===== src/rtl/ptimer_pkg.sv =====
package ptimer_pkg;
   localparam logic [2:0] OFS_CNT_HI = 3'd0;
   localparam logic [2:0] OFS_CNT_LO = 3'd1;
   localparam logic [2:0] OFS_CTRL   = 3'd2;
   localparam logic [2:0] OFS_STAT   = 3'd3;
   localparam logic [2:0] OFS_RATE   = 3'd4;

   localparam int FLAG_BIT = 7;
   localparam int IEN_BIT  = 7;

   // clock cycles per tick for each select code
   function automatic logic [4:0] div_of(input logic [1:0] sel);
      logic [4:0] d;
      case (sel)
         2'b00:   d = 5'd1;
         2'b01:   d = 5'd4;
         2'b10:   d = 5'd8;
         default: d = 5'd16;
      endcase
      return d;
   endfunction
endpackage


===== src/rtl/ptimer_prescale.sv =====
module ptimer_prescale #(
   parameter int PH_W = 5
) (
   input  logic       clk,
   input  logic       rst_n,
   input  logic [1:0] sel,
   input  logic       restart,
   output logic       tick
);
   import ptimer_pkg::*;

   if (PH_W < 5) begin : g_bad_width
      $error("PH_W must hold the largest divider");
   end

   logic [PH_W-1:0] phase_q;
   logic [PH_W-1:0] limit;

   assign limit = PH_W'(div_of(sel)) - PH_W'(1);
   // >= so that lowering the ratio mid-period does not stall the divider
   assign tick  = (phase_q >= limit);

   always_ff @(posedge clk) begin
      if (!rst_n)            phase_q <= '0;
      else if (restart)      phase_q <= '0;
      else if (tick)         phase_q <= '0;
      else                   phase_q <= phase_q + PH_W'(1);
   end


   phase_adv_chk: assert property (@(posedge clk) disable iff (!rst_n)
      (!tick && !restart) |=> (phase_q == $past(phase_q) + PH_W'(1)));


   phase_restart_chk: assert property (@(posedge clk) disable iff (!rst_n)
      restart |=> (phase_q == '0));
endmodule


===== src/rtl/ptimer_count.sv =====
module ptimer_count #(
   parameter int DW = 8
) (
   input  logic            clk,
   input  logic            rst_n,
   input  logic            tick,
   input  logic            wr_hi,
   input  logic            wr_lo,
   input  logic [DW-1:0]   wdata,
   output logic [2*DW-1:0] count,
   output logic            wrap
);
   localparam int CW = 2 * DW;

   logic [CW-1:0] cnt_q;

   assign count = cnt_q;
   assign wrap  = tick && !wr_hi && !wr_lo && (cnt_q == {CW{1'b1}});

   always_ff @(posedge clk) begin
      if (!rst_n)     cnt_q <= '0;
      else if (wr_hi) cnt_q <= {wdata, cnt_q[DW-1:0]};
      else if (wr_lo) cnt_q <= {cnt_q[CW-1:DW], wdata};
      else if (tick)  cnt_q <= cnt_q + CW'(1);
   end


   step_one_chk: assert property (@(posedge clk) disable iff (!rst_n)
      (tick && !wr_hi && !wr_lo) |=> (cnt_q == $past(cnt_q) + CW'(1)));


   keep_low_chk: assert property (@(posedge clk) disable iff (!rst_n)
      wr_hi |=> (cnt_q[DW-1:0] == $past(cnt_q[DW-1:0])));


   keep_high_chk: assert property (@(posedge clk) disable iff (!rst_n)
      (wr_lo && !wr_hi) |=> (cnt_q[CW-1:DW] == $past(cnt_q[CW-1:DW])));
endmodule


===== src/rtl/prescaled_timer.sv =====
module prescaled_timer #(
   parameter int DATA_W      = 8,
   parameter int LOCK_CYCLES = 64,
   parameter bit LATCH_LOW   = 1'b1
) (
   input  logic                clk,
   input  logic                rst_n,
   input  logic [2:0]          bus_addr,
   input  logic                bus_wr,
   input  logic                bus_rd,
   input  logic [DATA_W-1:0]   bus_wdata,
   output logic [DATA_W-1:0]   bus_rdata,
   output logic [2*DATA_W-1:0] count_o,
   output logic                ovf_irq_o
);
   import ptimer_pkg::*;

   localparam int CW    = 2 * DATA_W;
   localparam int AGE_W = $clog2(LOCK_CYCLES + 1);

   if (DATA_W != 8) begin : g_bad_data
      $error("DATA_W must be 8");
   end
   if (LOCK_CYCLES < 1) begin : g_bad_lock
      $error("LOCK_CYCLES must be positive");
   end

   logic [DATA_W-1:0] ctrl_q, rate_q, lo_rd, ctrl_next;
   logic              flag_q;
   logic [AGE_W-1:0]  age_q;
   logic              win_open;
   logic              wr_hi, wr_lo, wr_ctrl, wr_stat, wr_rate, rd_hi, rd_lo;
   logic              tick, wrap;

   assign wr_hi   = bus_wr && (bus_addr == OFS_CNT_HI);
   assign wr_lo   = bus_wr && (bus_addr == OFS_CNT_LO);
   assign wr_ctrl = bus_wr && (bus_addr == OFS_CTRL);
   assign wr_stat = bus_wr && (bus_addr == OFS_STAT);
   assign wr_rate = bus_wr && (bus_addr == OFS_RATE);
   assign rd_hi   = bus_rd && (bus_addr == OFS_CNT_HI);
   assign rd_lo   = bus_rd && (bus_addr == OFS_CNT_LO);

   // edges since reset, saturating at the window length
   always_ff @(posedge clk) begin
      if (!rst_n)         age_q <= '0;
      else if (win_open)  age_q <= age_q + AGE_W'(1);
   end
   assign win_open = (age_q < AGE_W'(LOCK_CYCLES));

   ptimer_prescale #(.PH_W(5)) u_pre (
      .clk     (clk),
      .rst_n   (rst_n),
      .sel     (ctrl_q[1:0]),
      .restart (wr_hi || wr_lo),
      .tick    (tick)
   );

   ptimer_count #(.DW(DATA_W)) u_cnt (
      .clk   (clk),
      .rst_n (rst_n),
      .tick  (tick),
      .wr_hi (wr_hi),
      .wr_lo (wr_lo),
      .wdata (bus_wdata),
      .count (count_o),
      .wrap  (wrap)
   );

   always_comb begin
      ctrl_next = bus_wdata;
      if (!win_open) ctrl_next[1:0] = ctrl_q[1:0];
   end

   always_ff @(posedge clk) begin
      if (!rst_n) begin
         ctrl_q <= '0;
         rate_q <= '0;
      end else begin
         if (wr_ctrl) ctrl_q <= ctrl_next;
         if (wr_rate) rate_q <= bus_wdata;
      end
   end

   // set beats clear when both land on one edge
   always_ff @(posedge clk) begin
      if (!rst_n)                           flag_q <= 1'b0;
      else if (wrap)                        flag_q <= 1'b1;
      else if (wr_stat && bus_wdata[FLAG_BIT]) flag_q <= 1'b0;
   end

   assign ovf_irq_o = flag_q && ctrl_q[IEN_BIT];

   if (LATCH_LOW) begin : g_latch
      logic [DATA_W-1:0] hold_q;
      logic              hold_vld_q;
      always_ff @(posedge clk) begin
         if (!rst_n) begin
            hold_q     <= '0;
            hold_vld_q <= 1'b0;
         end else if (rd_hi) begin
            hold_q     <= count_o[DATA_W-1:0];
            hold_vld_q <= 1'b1;
         end else if (rd_lo) begin
            hold_vld_q <= 1'b0;
         end
      end
      assign lo_rd = hold_vld_q ? hold_q : count_o[DATA_W-1:0];


      hold_take_chk: assert property (@(posedge clk) disable iff (!rst_n)
         rd_hi |=> (hold_vld_q && hold_q == $past(count_o[DATA_W-1:0])));
   end else begin : g_direct
      assign lo_rd = count_o[DATA_W-1:0];
   end

   always_ff @(posedge clk) begin
      if (!rst_n) bus_rdata <= '0;
      else if (bus_rd) begin
         case (bus_addr)
            OFS_CNT_HI: bus_rdata <= count_o[CW-1:DATA_W];
            OFS_CNT_LO: bus_rdata <= lo_rd;
            OFS_CTRL:   bus_rdata <= ctrl_q;
            OFS_STAT:   bus_rdata <= {flag_q, {(DATA_W-1){1'b0}}};
            OFS_RATE:   bus_rdata <= rate_q;
            default:    bus_rdata <= '0;
         endcase
      end
   end


   sel_lock_chk: assert property (@(posedge clk) disable iff (!rst_n)
      (wr_ctrl && !win_open) |=> (ctrl_q[1:0] == $past(ctrl_q[1:0])));


   flag_set_chk: assert property (@(posedge clk) disable iff (!rst_n)
      (tick && !wr_hi && !wr_lo && count_o == {CW{1'b1}}) |=> (flag_q && count_o == '0));


   flag_clr_chk: assert property (@(posedge clk) disable iff (!rst_n)
      (wr_stat && bus_wdata[FLAG_BIT] && !wrap) |=> !flag_q);


   irq_gate_chk: assert property (@(posedge clk) disable iff (!rst_n)
      (!ctrl_q[IEN_BIT]) |-> !ovf_irq_o);
endmodule


===== config.mk =====
export PLATFORM = sky130hd
export DESIGN_NAME = prescaled_timer
export DESIGN_NICKNAME = d
export VERILOG_FILES = /design/src/rtl/ptimer_pkg.sv /design/src/rtl/ptimer_prescale.sv /design/src/rtl/ptimer_count.sv /design/src/rtl/prescaled_timer.sv
export SDC_FILE = /design/constraint.sdc
export NUM_CORES = 1
export LEC_CHECK = 0
export BUFFER_PORTS_ARGS = -buffer_cell sky130_fd_sc_hd__buf_2
export CELL_PAD_IN_SITES_DETAIL_PLACEMENT = 1
export CELL_PAD_IN_SITES_GLOBAL_PLACEMENT = 2
export CORE_AREA = 8 8 102 104
export CTS_BUF_LIST = sky130_fd_sc_hd__clkbuf_4 sky130_fd_sc_hd__clkbuf_8 sky130_fd_sc_hd__clkbuf_16
export CTS_CLUSTER_SIZE = 40
export DETAILED_ROUTE_END_ITERATION = 10
export DIE_AREA = 0 0 110 112
export PLACE_DENSITY_LB_ADDON = 0.1
export SYNTH_ARGS = -nofsm -noshare
export SYNTH_HDL_FRONTEND = slang
export SYNTH_SLANG_ARGS = --single-unit

===== constraint.sdc =====
create_clock -name clk -period 3.02 [get_ports clk]
set_input_delay 0.302 -clock clk [delete_from_list [all_inputs] [get_ports clk]]
set_output_delay 0.302 -clock clk [all_outputs]
set_load 0.05 [all_outputs]

After elaboration in Yosys (flattened, before gate mapping)
Cells that the tools add are included.
W data, S select, Z words.

storage, ports and cells
  register bits = 62
  input port bits = 15
  word-level logic and storage cells = 62

operators by class
  add/sub/neg operators = 4
  magnitude comparators = 2
  equality and inequality tests = 8
  mux-type cells = 10
  bitwise gates (word level) = 2
  reduce and logical (&&, ||, !) cells = 25

operators with widths
  kind                     number
  $mux W16                 3
  $pmux W8 S5              1
  $add A16 B1 Y16 const B  1
  $eq A16 B16 Y1 const B   1
  $pmux W5 S3              1
  $logic_and A1 B1 Y1      12
  $mux W8                  1
  $reduce_bool A2 Y1       4
  $add A7 B1 Y7 const B    1
  $lt A7 B7 Y1 const B     1
  $eq A3 B2 Y1 const B     2
  $reduce_and A2 Y1        3
  $add A5 B1 Y5 const B    1
  $ge A5 B5 Y1             1
  $sub A5 B1 Y5 const B    1
  $mux W1                  4
  $eq A3 B1 Y1 const B     1
  $eq A3 B3 Y1 const B     1
  $logic_not A3 Y1         1
  $reduce_or A3 Y1         1
  $eq A2 B1 Y1 const B     1
  $eq A2 B2 Y1 const B     1
  $logic_not A1 Y1         2
  $logic_not A2 Y1         1
  other kinds (3)          4

Logic depth before layout (Yosys ltp)
Gate-level depths: netlist of run 1.

  depth after elaboration = 8
  mapped depth = 10

Modules after synthesis
Synthesis of run 1 repeated with hierarchy kept, for this count alone.

second synthesis, totals
  cells, all modules = 381
  area, all modules = 3301.9 sq um

modules (own cells, without submodules)
  module           instances  cells each  area an instance (sq um)
  prescaled_timer  1          217         1981.9
  ptimer_count     1          125         970.9
  ptimer_prescale  1          39          349.1

Least setup slack after synthesis of run 1
No wires, ideal clock.

  path type = register -> register
  from = register u_cnt.cnt_q[1], in the netlist u_cnt.count[1]
  to = register u_cnt.cnt_q[14], in the netlist u_cnt.count[14]
  library setup time = 0.074 ns
  arrival = 2.270 ns
  path slack = 0.676 ns
  stages on the path, launching flop included = 6
  period minus slack after synthesis = 2.344 ns
  path through = dfxtp_1 > ha_1 > nand3_1 > or4_1 > or4_1 > a31oi_1

on the way
  word-level cells in the longest chain between the ends = 4

ends and longest elaborated chain
  item                    RTL line            RTL
  start, declared         ptimer_count.sv:15  logic [CW-1:0] cnt_q;
  start signal, assigned  ptimer_count.sv:22  else if (wr_hi) cnt_q <= {wdata, cnt_q[DW-1:0]};
  start signal, assigned  ptimer_count.sv:23  else if (wr_lo) cnt_q <= {cnt_q[CW-1:DW], wdata};
  start signal, assigned  ptimer_count.sv:24  else if (tick) cnt_q <= cnt_q + CW'(1);
  $add A16 B1 Y16         ptimer_count.sv:24
  $mux W16                ptimer_count.sv:24
  $mux W16                ptimer_count.sv:23
  $mux W16                ptimer_count.sv:22

Every way passes these cells. The select of a mux whose other input is x is not followed.
A chain may end at the register's enable or synchronous reset.

Worst setup path after layout of run 1
  from = register ctrl_q[1]
  to = register u_cnt.cnt_q[10], in the netlist u_cnt.count[10]

on the way
  word-level cells in the longest chain between the ends = 6

ends and longest elaborated chain
  item                                        RTL line               RTL
  start, declared                             prescaled_timer.sv:28  logic [DATA_W-1:0] ctrl_q, rate_q, lo_rd, ctrl_next;
  start signal, assigned                      prescaled_timer.sv:79  if (wr_ctrl) ctrl_q <= ctrl_next;
  $eq A2 B2 Y1, or another cell as far along  ptimer_pkg.sv:14       case (sel)
  $pmux W5 S3 (*)                             ptimer_pkg.sv:14
  $sub A5 B1 Y5 (*)                           ptimer_prescale.sv:19  assign limit = PH_W'(div_of(sel)) - PH_W'(1);
  $ge A5 B5 Y1 (*)                            ptimer_prescale.sv:21  assign tick = (phase_q >= limit);
  $reduce_bool A2 Y1 (no line) (*)            -
  $reduce_and A2 Y1 (no line) (*)             -

Mark *: on every way between the ends. The rest lies on a longest branch, timed or not.

==> flow_summary.json, run 1 <==
{
  "synth_cell_type_count": 60,
  "htree_levels": 3,
  "clock_path_buffers": 2,
  "vias_per_cell": 5.68,
  "max_freq_mhz": 397,
  "cts_resized": 0,
  "cts_buffers": 9,
  "route.detailed.drc": 0,
  "grt_max_degree": 24,
  "num_antenna_cells": 0,
  "setup_violations": 0,
  "synth_common_cells": "dfxtp_1 (62), nor2_1 (37), nand2_1 (36)",
  "drt-wirelength-per-cell_um": 19.8,
  "ys_seq_elements": 62,
  "area_growth_pct": 14.1,
  "start_kind": "flip-flop",
  "r2r_setup_slack_ns": 0.50,
  "postCtsSetupRepairBufs": 0,
  "finalHoldViolations": 0,
  "cp_max_fo": 20,
  "final_area_um2": 3690,
  "arrival_ns": 2.75,
  "dp_hpwl_um": 7370,
  "critPathTopFamily": "compound AO/OA/AOI/OAI gates",
  "hold_class": "input pin to flip-flop",
  "syn_area_um2": 3230,
  "hold_buffers": 0,
  "ys_seq_area_frac": 0.384,
  "ir_drop_v": 0.000212,
  "endpoint_kind": "flip-flop",
  "max_stage_delay_ns": 0.71,
  "yosysWarningCount": 0,
  "initial_core_util": 0.364,
  "num_vias": 2944,
  "syn_nets": 391,
  "crit_buf_inv": 0,
  "worstMarginPinSlew_ns": 0.843,
  "period_share": 0.834,
  "p_per_area_nw_per_um2": 514,
  "rr_startpoint": "ctrl_q[1]",
  "place.port_buffers": 39,
  "crit_required_ns": 3.25,
  "fp.dieH_um": 112,
  "synth-main-ff-cell": "dfxtp_1",
  "fin_skew_ns": 0.0117,
  "cts.sinks": 62,
  "period_needed_ns": 2.52,
  "yosys.area.top_type": "dfxtp_1",
  "drv_cap": 0,
  "clk_latency_ns": 0.35,
  "die_area_um2": 12300,
  "crit_start": "ctrl_q[1]",
  "total_power_mw": 1.90,
  "final_layout_size_suffix_gt1_frac": 0.199,
  "rows": 35,
  "postRouteAntennaNets": 0,
  "rsz0062_at_grt": "no",
  "cp_slowest_cell": "a22oi_2",
  "yosys-top-cells-area": "dfxtp_1 (38%), mux2i_1 (6.2%), nor2_1 (4.3%)",
  "p_leak_nw": 1.39,
  "drv_slew": 0,
  "outcome": "finished clean",
  "grt_pass1_wl_um": 16400,
  "core_area_um2": 8890,
  "async_reset_ff_frac": 0,
  "drtIter0Drc": 139,
  "grt_use_total": 0.172,
  "slew-limit-headroom": 0.438,
  "die_x_um": 110,
  "worstHoldStart": "bus_rd",
  "critical_path.cell_chain": "or2_2, ha_1, nor2b_1, o21ai_0, a22oi_2, a22oi_1, o221a_2",
  "fin_nets": 425,
  "io_pins": 40,
  "first_pass_iters": 4,
  "synth_most_common_cell": "dfxtp_1",
  "tritoncts": "done",
  "overflow": 0,
  "yosysTopAreaCellShare": 0.384,
  "synth_edf_count": 0,
  "syn_avg_cell_area_um2": 8.78,
  "tns_ns": 0,
  "antenna_found_initial": 0,
  "syn-instance-count": 368,
  "cts-root-buf": "clkbuf_8",
  "clk_pin_slew_worst_paths_ns": 0.07,
  "wl_um": 10200,
  "first_global_vias": 3015,
  "routabilityCongestion": 0.820,
  "postPlaceCellArea_um2": 3490,
  "critPathKind": "flip-flop to flip-flop"
}
cell usage in the layout (no fill, tap or decap), drive strengths merged, types with 4 or more instances in the layout:
cell type and n:
mux2 9, a21oi 16, nor2 37, and2 6, clkinv 5, a211oi 6
a22oi 7, mux2i 20, ha 8, xor2 5, nor2b 6, inv 9
a21o 4, nand3 15, a2bb2oi 4, o21ai 16, a31oi 9, and3 5
nor3 8, dfxtp 62, buf 44, or3 5, clkbuf 10, nand2 36
routing by layer:
layer,wire length [um],GRT usage
met3,628,0.0439
met4,155,0.0505
met5,0,0
met1,4730,0.225
met2,4720,0.269
worst register-to-register path, stage by stage, from the launching register on:
cell and delay [ns]:
dfxtp_1 0.35, or2_2 0.32, ha_1 0.28, nor2b_1 0.10, o21ai_0 0.16, a22oi_2 0.71, a22oi_1 0.20, o221a_2 0.30
kinds of logic (layout without fill, tap and decap cells):
| logic type | after synthesis | count (layout) | synth area share |
|---|---|---|---|
| other | 1 | 1 | 0.00116 |
| XOR/XNOR | 7 | 7 | 0.0190 |
| multiplexers | 30 | 30 | 0.100 |
| AO/OA/AOI/OAI | 93 | 93 | 0.206 |
| buffers and inverters | 31 | 70 | 0.0496 |
| flip-flops | 62 | 62 | 0.384 |
| adder cells (fa/ha/maj) | 8 | 8 | 0.0310 |
| AND/OR/NAND/NOR | 136 | 136 | 0.209 |
per-stage QoR:
stage / setup WS [ns] / hold WS, ns / utilization / std cells
3_5_place_dp: 0.384 / 0.448 / 0.392 / 502
3_3_place_gp: 0.449 / 0.439 / 0.392 / 502
2_1_floorplan: 0.676 / 0.392 / - / 368
6_report: 0.501 / 0.238 / 0.415 / 518
4_1_cts: 0.453 / 0.217 / 0.415 / 518
5_1_grt: 0.256 / 0.246 / 0.415 / 518
where the power goes:
group / switching [mW] / internal, mW / total (mW)
Combinational: 0.176 / 0.0809 / 0.257
Clock: 0.359 / 0.401 / 0.760
Sequential: 0.0366 / 0.842 / 0.879
flip-flops by register name, summed over array words and instances, names as in the netlist:
| name | flops |
|---|---|
| u_pre.phase_q | 5 |
| bus_rdata | 8 |
| flag_q | 1 |
| u_cnt.count | 16 |
| rate_q | 8 |
| g_latch.hold_q | 8 |
| g_latch.hold_vld_q | 1 |
| age_q | 7 |
| ctrl_q | 8 |
worst paths after layout:
| kind | to | cells after the start |
|---|---|---|
| min | bus_rdata[7] | 2 |
| max reg2reg | u_cnt.count[10] | 7 |
| min reg2reg | g_latch.hold_q[0] | 2 |
| max | u_cnt.count[10] | 7 |
final cells by class:
cell class	count	area, um2
clock buffers	10	138
clock inverters	6	61.3
fillers	1065	5200
inverters	10	37.5
multi-input cells	275	1840
flip-flops and latches	62	1240
well taps	111	139
repair buffers	44	233
No activity file was read; power rests on OpenSTA's default activity.
==> run 2: changes to the inputs <==
--- a/config.mk
+++ b/config.mk
@@ -8,11 +8,11 @@
 export BUFFER_PORTS_ARGS = -buffer_cell sky130_fd_sc_hd__buf_2
 export CELL_PAD_IN_SITES_DETAIL_PLACEMENT = 1
 export CELL_PAD_IN_SITES_GLOBAL_PLACEMENT = 2
-export CORE_AREA = 8 8 102 104
+export CORE_AREA = 8 8 110 112
 export CTS_BUF_LIST = sky130_fd_sc_hd__clkbuf_4 sky130_fd_sc_hd__clkbuf_8 sky130_fd_sc_hd__clkbuf_16
 export CTS_CLUSTER_SIZE = 40
 export DETAILED_ROUTE_END_ITERATION = 10
-export DIE_AREA = 0 0 110 112
+export DIE_AREA = 0 0 118 120
 export PLACE_DENSITY_LB_ADDON = 0.1
 export SYNTH_ARGS = -nofsm -noshare
 export SYNTH_HDL_FRONTEND = slang
==> constraint.sdc (replaced) <==
create_clock -name clk -period 2.05 [get_ports clk]
set_input_delay 0.205 -clock clk [delete_from_list [all_inputs] [get_ports clk]]
set_output_delay 0.205 -clock clk [all_outputs]
set_load 0.05 [all_outputs]
==> flow_summary.json, run 2 (same netlist as run 1, synthesis figures left out) <==
{
  "postPlaceCellArea_um2": 3800,
  "drt-wirelength-per-cell_um": 19.1,
  "postRouteAntennaNets": 0,
  "final_cell_mix": "dfxtp_1 (52), buf_2 (39), nor2_1 (37), buf_4 (37), nand2_1 (35)",
  "cp_max_fo": 5,
  "overflow": 0,
  "wl_um": 11100,
  "io_pins": 40,
  "period_needed_ns": 2.05,
  "max_freq_mhz": 488,
  "hold_buffers": 0,
  "cts_buffers": 9,
  "place.port_buffers": 39,
  "placed_cells_incl_taps": 563,
  "cts-root-buf": "clkbuf_8",
  "area_growth_pct": 29.2,
  "hold_class": "input pin to flip-flop",
  "crit_required_ns": 2.30,
  "final_util": 0.397,
  "setup_violations": 0,
  "num_vias": 3073,
  "grt_pass1_wl_um": 17800,
  "fin_skew_ns": 0.00838,
  "ir_drop_v": 0.000354,
  "outcome": "finished clean",
  "rsz0062_at_grt": "yes",
  "period_share": 0.999,
  "vias_per_cell": 5.27,
  "start_kind": "flip-flop",
  "arrival_ns": 2.29,
  "p_leak_nw": 1.62,
  "fin_cells": 583,
  "multi_input_area_um2": 1920,
  "worstMarginPinSlew_ns": 0.581,
  "drv_slew": 0,
  "endpoint_kind": "flip-flop",
  "clk_pin_slew_worst_paths_ns": 0.08,
  "fp.dieH_um": 120,
  "die_x_um": 118,
  "htree_levels": 3,
  "grt_use_total": 0.162,
  "dp_hpwl_um": 8100,
  "final_area_um2": 4180,
  "routabilityCongestion": 0.774,
  "critPathKind": "flip-flop to flip-flop",
  "finalHoldViolations": 0,
  "num_antenna_cells": 0,
  "initial_core_util": 0.308,
  "core_area_um2": 10500,
  "regArea_um2": 1260,
  "grt_max_degree": 42,
  "final_layout_size_suffix_gt1_frac": 0.316,
  "fillers": 1266,
  "final_common_cell": "dfxtp_1",
  "drtIter0Drc": 208,
  "cts.sinks": 62,
  "first_global_vias": 3185,
  "largest_register_ffs": 16,
  "p_per_area_nw_per_um2": 726,
  "whs_ns": 0.114,
  "route.detailed.drc": 0,
  "tritoncts": "done",
  "first_pass_iters": 4,
  "drv_cap": 0,
  "slew-limit-headroom": 0.611,
  "rows": 38,
  "fin_nets": 461,
  "clk_latency_ns": 0.35,
  "antenna_found_initial": 0,
  "die_area_um2": 14200,
  "clock_path_buffers": 2
}
-- run 2: cell types whose count changed in the layout (fill, tap and decap cells not counted), moves of 4 or more --
cell	previous run	this run
ha_1	8	4
buf_4	5	37
dfxtp_2	0	8
dfxtp_1	62	52
ha_4	0	4
-- run 2: worst max-delay path, stage by stage (launching register included) --
cell	delay [ns]
dfxtp_2	0.32
or2_4	0.26
ha_4	0.22
nor2b_2	0.11
o21ai_2	0.07
buf_4	0.14
a22o_4	0.24
buf_12	0.14
a32o_1	0.21
o31a_1	0.23
-- run 2: metrics by stage --
stage	total power, mW	TNS [ns]	setup slack (ns)
2_1_floorplan	1.59	0	0.0108
3_3_place_gp	1.77	-0.983	-0.200
3_5_place_dp	1.77	-1.06	-0.207
4_1_cts	3.07	0	0.00901
5_1_grt	3.16	-0.160	-0.0456
6_report	3.03	0	0.00142
-- run 2: cell type report --
class,instances,area share
Sequential cell,62,0.301
Inverter,10,0.00899
Clock inverter,4,0.0123
Multi-Input combinational cell,275,0.460
Timing Repair Buffer,80,0.133
Tap cell,140,0.0419
Clock buffer,12,0.0422
-- run 2: repair_timing --
action / 4_1_cts / 5_1_grt
pin swaps: 8 / 4
buffers inserted: 2 / 1
setup endpoints to repair: 16 / 7
gates resized for setup: 13 / 5
gates cloned: 1 / 0
-- run 2: final timing paths --
kind | startpoint | to | slack [ns] | cells after the start
setup / recovery | ctrl_q[0] | u_cnt.count[3] | 0.001 | 9
hold / removal | bus_rd | bus_rdata[7] | 0.11 | 2
setup reg to reg | ctrl_q[0] | u_cnt.count[3] | 0.001 | 9
hold reg to reg | g_latch.hold_q[6] | g_latch.hold_q[6] | 0.46 | 2
-- run 2: power breakdown --
group / switching [mW] / internal, mW
Combinational: 0.305 / 0.207
Clock: 0.541 / 0.702
Sequential: 0.0352 / 1.24
Total: 0.882 / 2.15
-- run 2: layer usage --
metal  track usage  share of wire  wire, um
met4        0.0777          0.023       257
met5             0              0         0
met2         0.254           0.45      5010
met1         0.208           0.49      5420
met3        0.0352          0.039       429
